===== config.mk =====
export PLATFORM = sky130hd
export DESIGN_NAME = usb_legacy_smi
export DESIGN_NICKNAME = d
export VERILOG_FILES = /design/src/rtl/usb_smi_pkg.sv /design/src/rtl/usb_smi_sticky.sv /design/src/rtl/usb_smi_toggle_det.sv /design/src/rtl/usb_smi_en_reg.sv /design/src/rtl/usb_legacy_smi.sv
export SDC_FILE = /design/constraint.sdc
export NUM_CORES = 1
export LEC_CHECK = 0
export CORE_MARGIN = 2
export CORE_UTILIZATION = 29
export DETAILED_ROUTE_END_ITERATION = 8
export PLACE_DENSITY = 0.8
export SLEW_MARGIN = 15
export SYNTH_ARGS = -nofsm -noshare
export SYNTH_HDL_FRONTEND = slang
export SYNTH_SLANG_ARGS = --single-unit

===== constraint.sdc =====
create_clock -name clk -period 1.53 [get_ports clk]
set_clock_uncertainty 0.05 [all_clocks]
set_input_delay 0.306 -clock clk [delete_from_list [all_inputs] [get_ports clk]]
set_output_delay 0.306 -clock clk [all_outputs]
set_load 0.1 [all_outputs]

===== src/rtl/usb_smi_pkg.sv =====
package usb_smi_pkg;
    localparam int REG_W      = 32;
    localparam int EVT_N      = 3;
    localparam int SHD_N      = 6;
    localparam int EVT_LSB    = 29;
    localparam int EVT_EN_LSB = 13;
    localparam int SHD_LSB    = 16;
    localparam int SHD_EN_LSB = 0;
    localparam int EVT_MSB    = EVT_LSB + EVT_N - 1;
    localparam int EVT_EN_MSB = EVT_EN_LSB + EVT_N - 1;
    localparam int SHD_MSB    = SHD_LSB + SHD_N - 1;
    localparam int SHD_EN_MSB = SHD_EN_LSB + SHD_N - 1;

    typedef struct packed {
        logic [EVT_N-1:0] evt;
        logic [EVT_N-1:0] evt_en;
        logic [SHD_N-1:0] shd_en;
    } smi_state_t;

    function automatic logic [REG_W-1:0] pack_read(input smi_state_t s,
                                                   input logic [SHD_N-1:0] shd);
        logic [REG_W-1:0] r;
        r = '0;
        r[EVT_MSB:EVT_LSB]       = s.evt;
        r[EVT_EN_MSB:EVT_EN_LSB] = s.evt_en;
        r[SHD_MSB:SHD_LSB]       = shd;
        r[SHD_EN_MSB:SHD_EN_LSB] = s.shd_en;
        return r;
    endfunction
endpackage


===== src/rtl/usb_smi_sticky.sv =====
module usb_smi_sticky #(
    parameter int N = 3
) (
    input  logic         clk,
    input  logic         rst_n,
    input  logic [N-1:0] set_i,
    input  logic [N-1:0] clr_i,
    output logic [N-1:0] q_o
);
    // Per-bit sticky flag; a set in the same cycle as a clear wins.
    for (genvar i = 0; i < N; i++) begin : g_bit
        always_ff @(posedge clk) begin
            if (!rst_n)        q_o[i] <= 1'b0;
            else if (set_i[i]) q_o[i] <= 1'b1;
            else if (clr_i[i]) q_o[i] <= 1'b0;
        end
    end
endmodule


===== src/rtl/usb_smi_toggle_det.sv =====
module usb_smi_toggle_det (
    input  logic clk,
    input  logic rst_n,
    input  logic level_i,
    output logic chg_o
);
    logic level_q;
    logic primed_q;

    always_ff @(posedge clk) begin
        if (!rst_n) begin
            level_q  <= 1'b0;
            primed_q <= 1'b0;
        end else begin
            level_q  <= level_i;
            primed_q <= 1'b1;
        end
    end

    // A change counts only once a previous sample exists.
    assign chg_o = primed_q && (level_i != level_q);
endmodule


===== src/rtl/usb_smi_en_reg.sv =====
module usb_smi_en_reg #(
    parameter int N = 3
) (
    input  logic         clk,
    input  logic         rst_n,
    input  logic         we_i,
    input  logic [N-1:0] d_i,
    output logic [N-1:0] q_o
);
    always_ff @(posedge clk) begin
        if (!rst_n)    q_o <= '0;
        else if (we_i) q_o <= d_i;
    end
endmodule


===== src/rtl/usb_legacy_smi.sv =====
module usb_legacy_smi
    import usb_smi_pkg::*;
(
    input  logic             clk,
    input  logic             rst_n,
    input  logic             wr_en,
    input  logic [REG_W-1:0] wr_data,
    input  logic             bar_wr_evt,
    input  logic             cmd_wr_evt,
    input  logic             os_owned,
    input  logic [SHD_N-1:0] hc_status,
    output logic [REG_W-1:0] rd_data,
    output logic             smi_o
);
    smi_state_t       st;
    logic             os_chg;
    logic [EVT_N-1:0] evt_set;
    logic [EVT_N-1:0] evt_clr;
    logic             unused_wr_bits;

    // Reserved and read-only positions of the write data are not stored.
    assign unused_wr_bits = ^{wr_data[EVT_LSB-1:EVT_EN_MSB+1],
                              wr_data[EVT_EN_LSB-1:SHD_EN_MSB+1]};

    usb_smi_toggle_det u_sem (
        .clk     (clk),
        .rst_n   (rst_n),
        .level_i (os_owned),
        .chg_o   (os_chg)
    );

    // The order here is bar, cmd, semaphore, from the top bit down.
    assign evt_set = {bar_wr_evt, cmd_wr_evt, os_chg};
    assign evt_clr = wr_en ? wr_data[EVT_MSB:EVT_LSB] : '0;

    usb_smi_sticky #(.N(EVT_N)) u_evt (
        .clk   (clk),
        .rst_n (rst_n),
        .set_i (evt_set),
        .clr_i (evt_clr),
        .q_o   (st.evt)
    );

    usb_smi_en_reg #(.N(EVT_N)) u_evt_en (
        .clk   (clk),
        .rst_n (rst_n),
        .we_i  (wr_en),
        .d_i   (wr_data[EVT_EN_MSB:EVT_EN_LSB]),
        .q_o   (st.evt_en)
    );

    usb_smi_en_reg #(.N(SHD_N)) u_shd_en (
        .clk   (clk),
        .rst_n (rst_n),
        .we_i  (wr_en),
        .d_i   (wr_data[SHD_EN_MSB:SHD_EN_LSB]),
        .q_o   (st.shd_en)
    );

    always_comb begin
        rd_data = pack_read(st, hc_status);
        smi_o   = (|(st.evt & st.evt_en)) | (|(hc_status & st.shd_en));
    end
endmodule


# After elaboration in Yosys (flattened, before gate mapping)
# Cells that the tools add are included.
# Widths: inputs -> output; s select.
[op_classes]
muxes = 8
reduce_logical = 6
bitwise = 3
n_eq_ne = 1
[ops]
columns = ["operator", "count"]
rows = [
  ["$mux 1", 7],
  ["$and 6x6->6", 1],
  ["$reduce_bool 2->1", 3],
  ["$reduce_or 6->1", 1],
  ["$and 3x3->3", 1],
  ["$mux 3", 1],
  ["$reduce_or 3->1", 1],
  ["$logic_and 1x1->1", 1],
  ["$ne 1x1->1", 1],
  ["$or 1x1->1", 1],
]
[word_totals]
regBits = 14
in_bits = 44
elab_cells = 25

# Longest topological paths before layout
[logic_depth]
ltp_word = 3
depth_mapped = 4
depth_no_buf = 3

# Hierarchy
# A second synthesis with hierarchy kept.
[hier_totals]
hier_cells = 71
area_unflattened_um2 = 743.2
[modules_own_cells]
columns = ["module", "seq_area_each_um2", "area_each_um2", "cells_per_inst", "instances"]
rows = [
  ["usb_smi_en_reg (u_shd_en)", 120.1, 229.0, 19, 1],
  ["usb_legacy_smi", 0.0, 219.0, 29, 1],
  ["usb_smi_sticky", 60.1, 123.9, 9, 1],
  ["usb_smi_en_reg (u_evt_en)", 60.1, 108.9, 9, 1],
  ["usb_smi_toggle_det", 40.0, 62.6, 5, 1],
]

# Least setup slack after synthesis
# No wires, ideal clock.
[synth_path]
path_kind = "reg-to-output"
startpoint = "register u_evt_en.q_o[2]"
endpoint = "output port smi_o"
setup_slack_ns = -0.841
t_arrival_ns = 2.015
stages_incl_launch_ff = 3
cell_sequence = "dfxtp_1 > a222oi_1 > nand3_1"
[synth_between]
elab_chain_cells = 3
[synth_lines]
columns = ["element", "line", "source"]
rows = [
  ["start, declared", "usb_smi_en_reg.sv:8", "output logic [N-1:0] q_o"],
  ["start signal, assigned", "usb_smi_en_reg.sv:12", "else if (we_i) q_o <= d_i;"],
  ["$and 3x3->3", "usb_legacy_smi.sv:62", "smi_o = (|(st.evt & st.evt_en)) | (|(hc_status & st.shd_en));"],
  ["$reduce_or 3->1", "usb_legacy_smi.sv:62", ""],
  ["$or 1x1->1", "usb_legacy_smi.sv:62", ""],
  ["end, declared", "usb_legacy_smi.sv:13", "output logic smi_o"],
]
# No other way between the ends.

# Final worst setup path
# Same ends and word-level chain as after synthesis.

==> results.sh <==
export IMPL_hold_viol_final=0
export IMPL_io_pins=77
export IMPL_use_met1_pct=14.5
export IMPL_clkTransAtPathRegs_ns=0.08
export IMPL_rows=17
export IMPL_peakVddDrop_mv=0.506
export IMPL_met3_usage_pct=3.39
export IMPL_fin_ws_ns=-0.268
export IMPL_yosysWarningCount=0
export IMPL_hold_path_end="u_evt.q_o[0]"
export IMPL_die_y_um=53.3
export IMPL_startpoint_type="flip-flop"
export IMPL_first_pass_iters=4
export IMPL_grt_pass1_wl_um=2930
export IMPL_switching_share_pct=44.2
export IMPL_worstHoldStart="u_sem.primed_q"
export IMPL_r2r_setup_slack_ns=0.73
export IMPL_synth_top_family_by_area="buffers and inverters"
export IMPL_reg2reg_to="u_evt.q_o[0]"
export IMPL_critPathMaxStageDelay_ns=0.37
export IMPL_htree_num_levels=1
export IMPL_antenna_left=0
export IMPL_dieArea_mm2=0.00284
export IMPL_cts_path_max_buffers=2
export IMPL_clock_sinks=14
export IMPL_ctsHoldBuffers=0
export IMPL_rr_startpoint="u_sem.level_q"
export IMPL_p_switching_uw=594
export IMPL_area_growth_pct=94.8
export IMPL_end_kind="output pin"
export IMPL_postCtsSetupRepairBufs=0
export IMPL_register_area_um2=308
export IMPL_yosys_top_cells_area="dfxtp_1 (40%), buf_4 (21%), mux2i_1 (13%)"
export IMPL_drc=0
export IMPL_vias=607
export IMPL_finalCritPeriodShare_pct=118
export IMPL_drive_gt1_share_pct=39.3
export IMPL_vias_per_cell=4.19
export IMPL_synth_seq_area_share_pct=39.8
export IMPL_leakagePower_nw=0.609
export IMPL_synth_top_cell_area_share_pct=39.8
export IMPL_cts_buffers=3
export IMPL_p_int_uw=751
export IMPL_finalWirelength_um=1750
export IMPL_synthAdderAreaFrac_pct=0
export IMPL_cts_tree="done"
export IMPL_syn_inst=71
export IMPL_grt_max_degree=15
export IMPL_port_buffers=42
export IMPL_antenna_found_initial=0
export IMPL_outcome="complete, but fails checks"
export IMPL_synth_compound_area_share_pct=8.35
export IMPL_use_met2_pct=28.0
export IMPL_start_util_pct=31.2
export IMPL_final_core_util_pct=60.9
export IMPL_failed_checks="setup timing"
export IMPL_core_area_mm2=0.00225
export IMPL_crit_arrival_ns=1.44
export IMPL_mappedNetlistArea_um2=704
export IMPL_clock_latency_ns=0.27
export IMPL_cellPowerDensity_mw_per_mm2=980
export IMPL_syn_avg_cell_area_um2=9.92
export IMPL_muxShareOfSynthArea_pct=12.8
export IMPL_multi_input_area_um2=320
export IMPL_rr_worst_depth=3
export IMPL_cap_violations=0
export IMPL_synth_xor_xnor_area_share_pct=1.24
export IMPL_crit_fanout=3
export IMPL_slew_violations=0
export IMPL_top_usage_layer="met2"
export IMPL_ys_types=16
export IMPL_fmax_mhz=556
export IMPL_clockRootBuffer="clkbuf_4"
export IMPL_rsz0062_at_grt="yes"
export IMPL_grt_overflow=0
export IMPL_holdPathStages=2
export IMPL_pwr_share_clk_pct=19.1
export IMPL_placed_area_mm2=0.00134
export IMPL_setup_viol=1
export IMPL_nFillCells=217
export IMPL_slowest_stage="a222oi_1"
export IMPL_required_ns=1.17
export IMPL_min_period_ns=1.80
export IMPL_crit_start="u_evt_en.q_o[2]"
export IMPL_hold_class="reg2reg"
export IMPL_synth_simple_area_share_pct=13.9
export IMPL_path_cells="a222oi_1, buf_4, nand3_4, buf_12"
export IMPL_grt_pass1_vias=653
export IMPL_yosysTopAreaCell="dfxtp_1"
export IMPL_hold_ws_ns=0.452
export IMPL_seqPwrFrac_pct=30.8
export IMPL_dr_first_iter_drc_count=3
export IMPL_grt_use_total_pct=14.0
export IMPL_crit_type="reg2out"
export IMPL_die_x_um=53.3
export IMPL_wl_per_cell_um=12.0
export IMPL_gp_congestion=0.603
export IMPL_p_total_mw=1.35
export IMPL_ys_ff_latch=14
export IMPL_combinationalPowerShare_pct=50.0
export IMPL_diodes=0
export IMPL_design_area_mm2=0.00137
export IMPL_nets=162
[metrics by stage]
step                      setup slack, ns  instances  TNS [ns]
after detailed placement           -0.362        141    -0.362
after floorplan                    -0.100         84    -0.100
final                              -0.268        145    -0.268
after CTS                          -0.288        145    -0.288
after global placement             -0.397        141    -0.397
after global routing               -0.371        145    -0.371
[registers in the layout, summed over array words and instances, names as in the netlist]
signal / cells
u_evt_en.q_o: 3
u_sem.level_q: 1
u_shd_en.q_o: 6
u_evt.q_o: 3
u_sem.primed_q: 1
[cell usage in the layout, fill, tap and decap left out]
master / count
conb_1: 14
a221oi_2: 1
buf_12: 19
nand2_1: 3
dfxtp_4: 5
buf_4: 9
mux2i_1: 9
clkbuf_8: 1
a222oi_1: 1
a22o_1: 1
a22oi_1: 2
a21oi_1: 2
dfxtp_2: 7
and2_1: 1
nand3_4: 1
clkdlybuf4s50_1: 19
dlygate4sd2_1: 4
nor2b_1: 12
clkbuf_4: 3
xor2_1: 1
dfxtp_1: 2
[synth_stat cells]
library cell / number
clkbuf_1: 1
a22oi_1: 2
a21oi_1: 2
buf_4: 20
conb_1: 1
a221oi_2: 1
dfxtp_1: 14
a22o_1: 1
buf_6: 1
and2_1: 1
a222oi_1: 1
nand3_1: 1
mux2i_1: 9
xor2_1: 1
nor2b_1: 12
nand2_1: 3
[worst max path at each step]
| stage | cells after the start | endpoint |
|---|---|---|
| 3_3_place_gp | 5 | smi_o |
| 5_1_grt | 4 | smi_o |
| 6_report | 4 | smi_o |
| 3_5_place_dp | 5 | smi_o |
| 4_1_cts | 4 | smi_o |
| 2_1_floorplan | 2 | smi_o |
[timing repair]
item                                    in CTS  in global routing
endpoints found under the setup margin       1                  1
resized for setup                            4                  0
pin swaps                                    3                  0
[worst max-delay path, delay by kind of cell (launching register included)]
kind,cells,cell delay (ns)
and+or+nand+nor,1,0.07
DFF,1,0.36
AOI/OAI and AO/OA,1,0.37
buffers and inverters,2,0.37
[kinds of logic after synthesis]
| kind of cell | Yosys count |
|---|---|
| DFF | 14 |
| xor gates and xnor gates | 1 |
| other | 1 |
| and+or+nand+nor | 17 |
| buffers and inverters | 22 |
| muxes | 9 |
| AOI/OAI and AO/OA | 7 |
[routing by layer]
layer	up-vias	part of all wire [%]
met2	29	59
met4	0	0.52
met1	283	33
li1	293	-
met3	2	7.4
met5	-	0
[layout make-up]
cell class,instances,area share (%)
Timing Repair Buffer,51,49.0
Multi-Input combinational cell,48,23.3
Sequential cell,14,22.4
Clock buffer,4,2.64
Tap cell,28,2.55
[power by group through the flow]
stage                     logic [mW]  clock network (mW)  registers [mW]
after floorplan                0.344                   0           0.554
after global placement         0.673                   0           0.423
after detailed placement       0.680                   0           0.424
after CTS                      0.677               0.270           0.415
after global routing           0.695               0.297           0.420
final                          0.673               0.257           0.415
(Power assumes the default switching activity.)
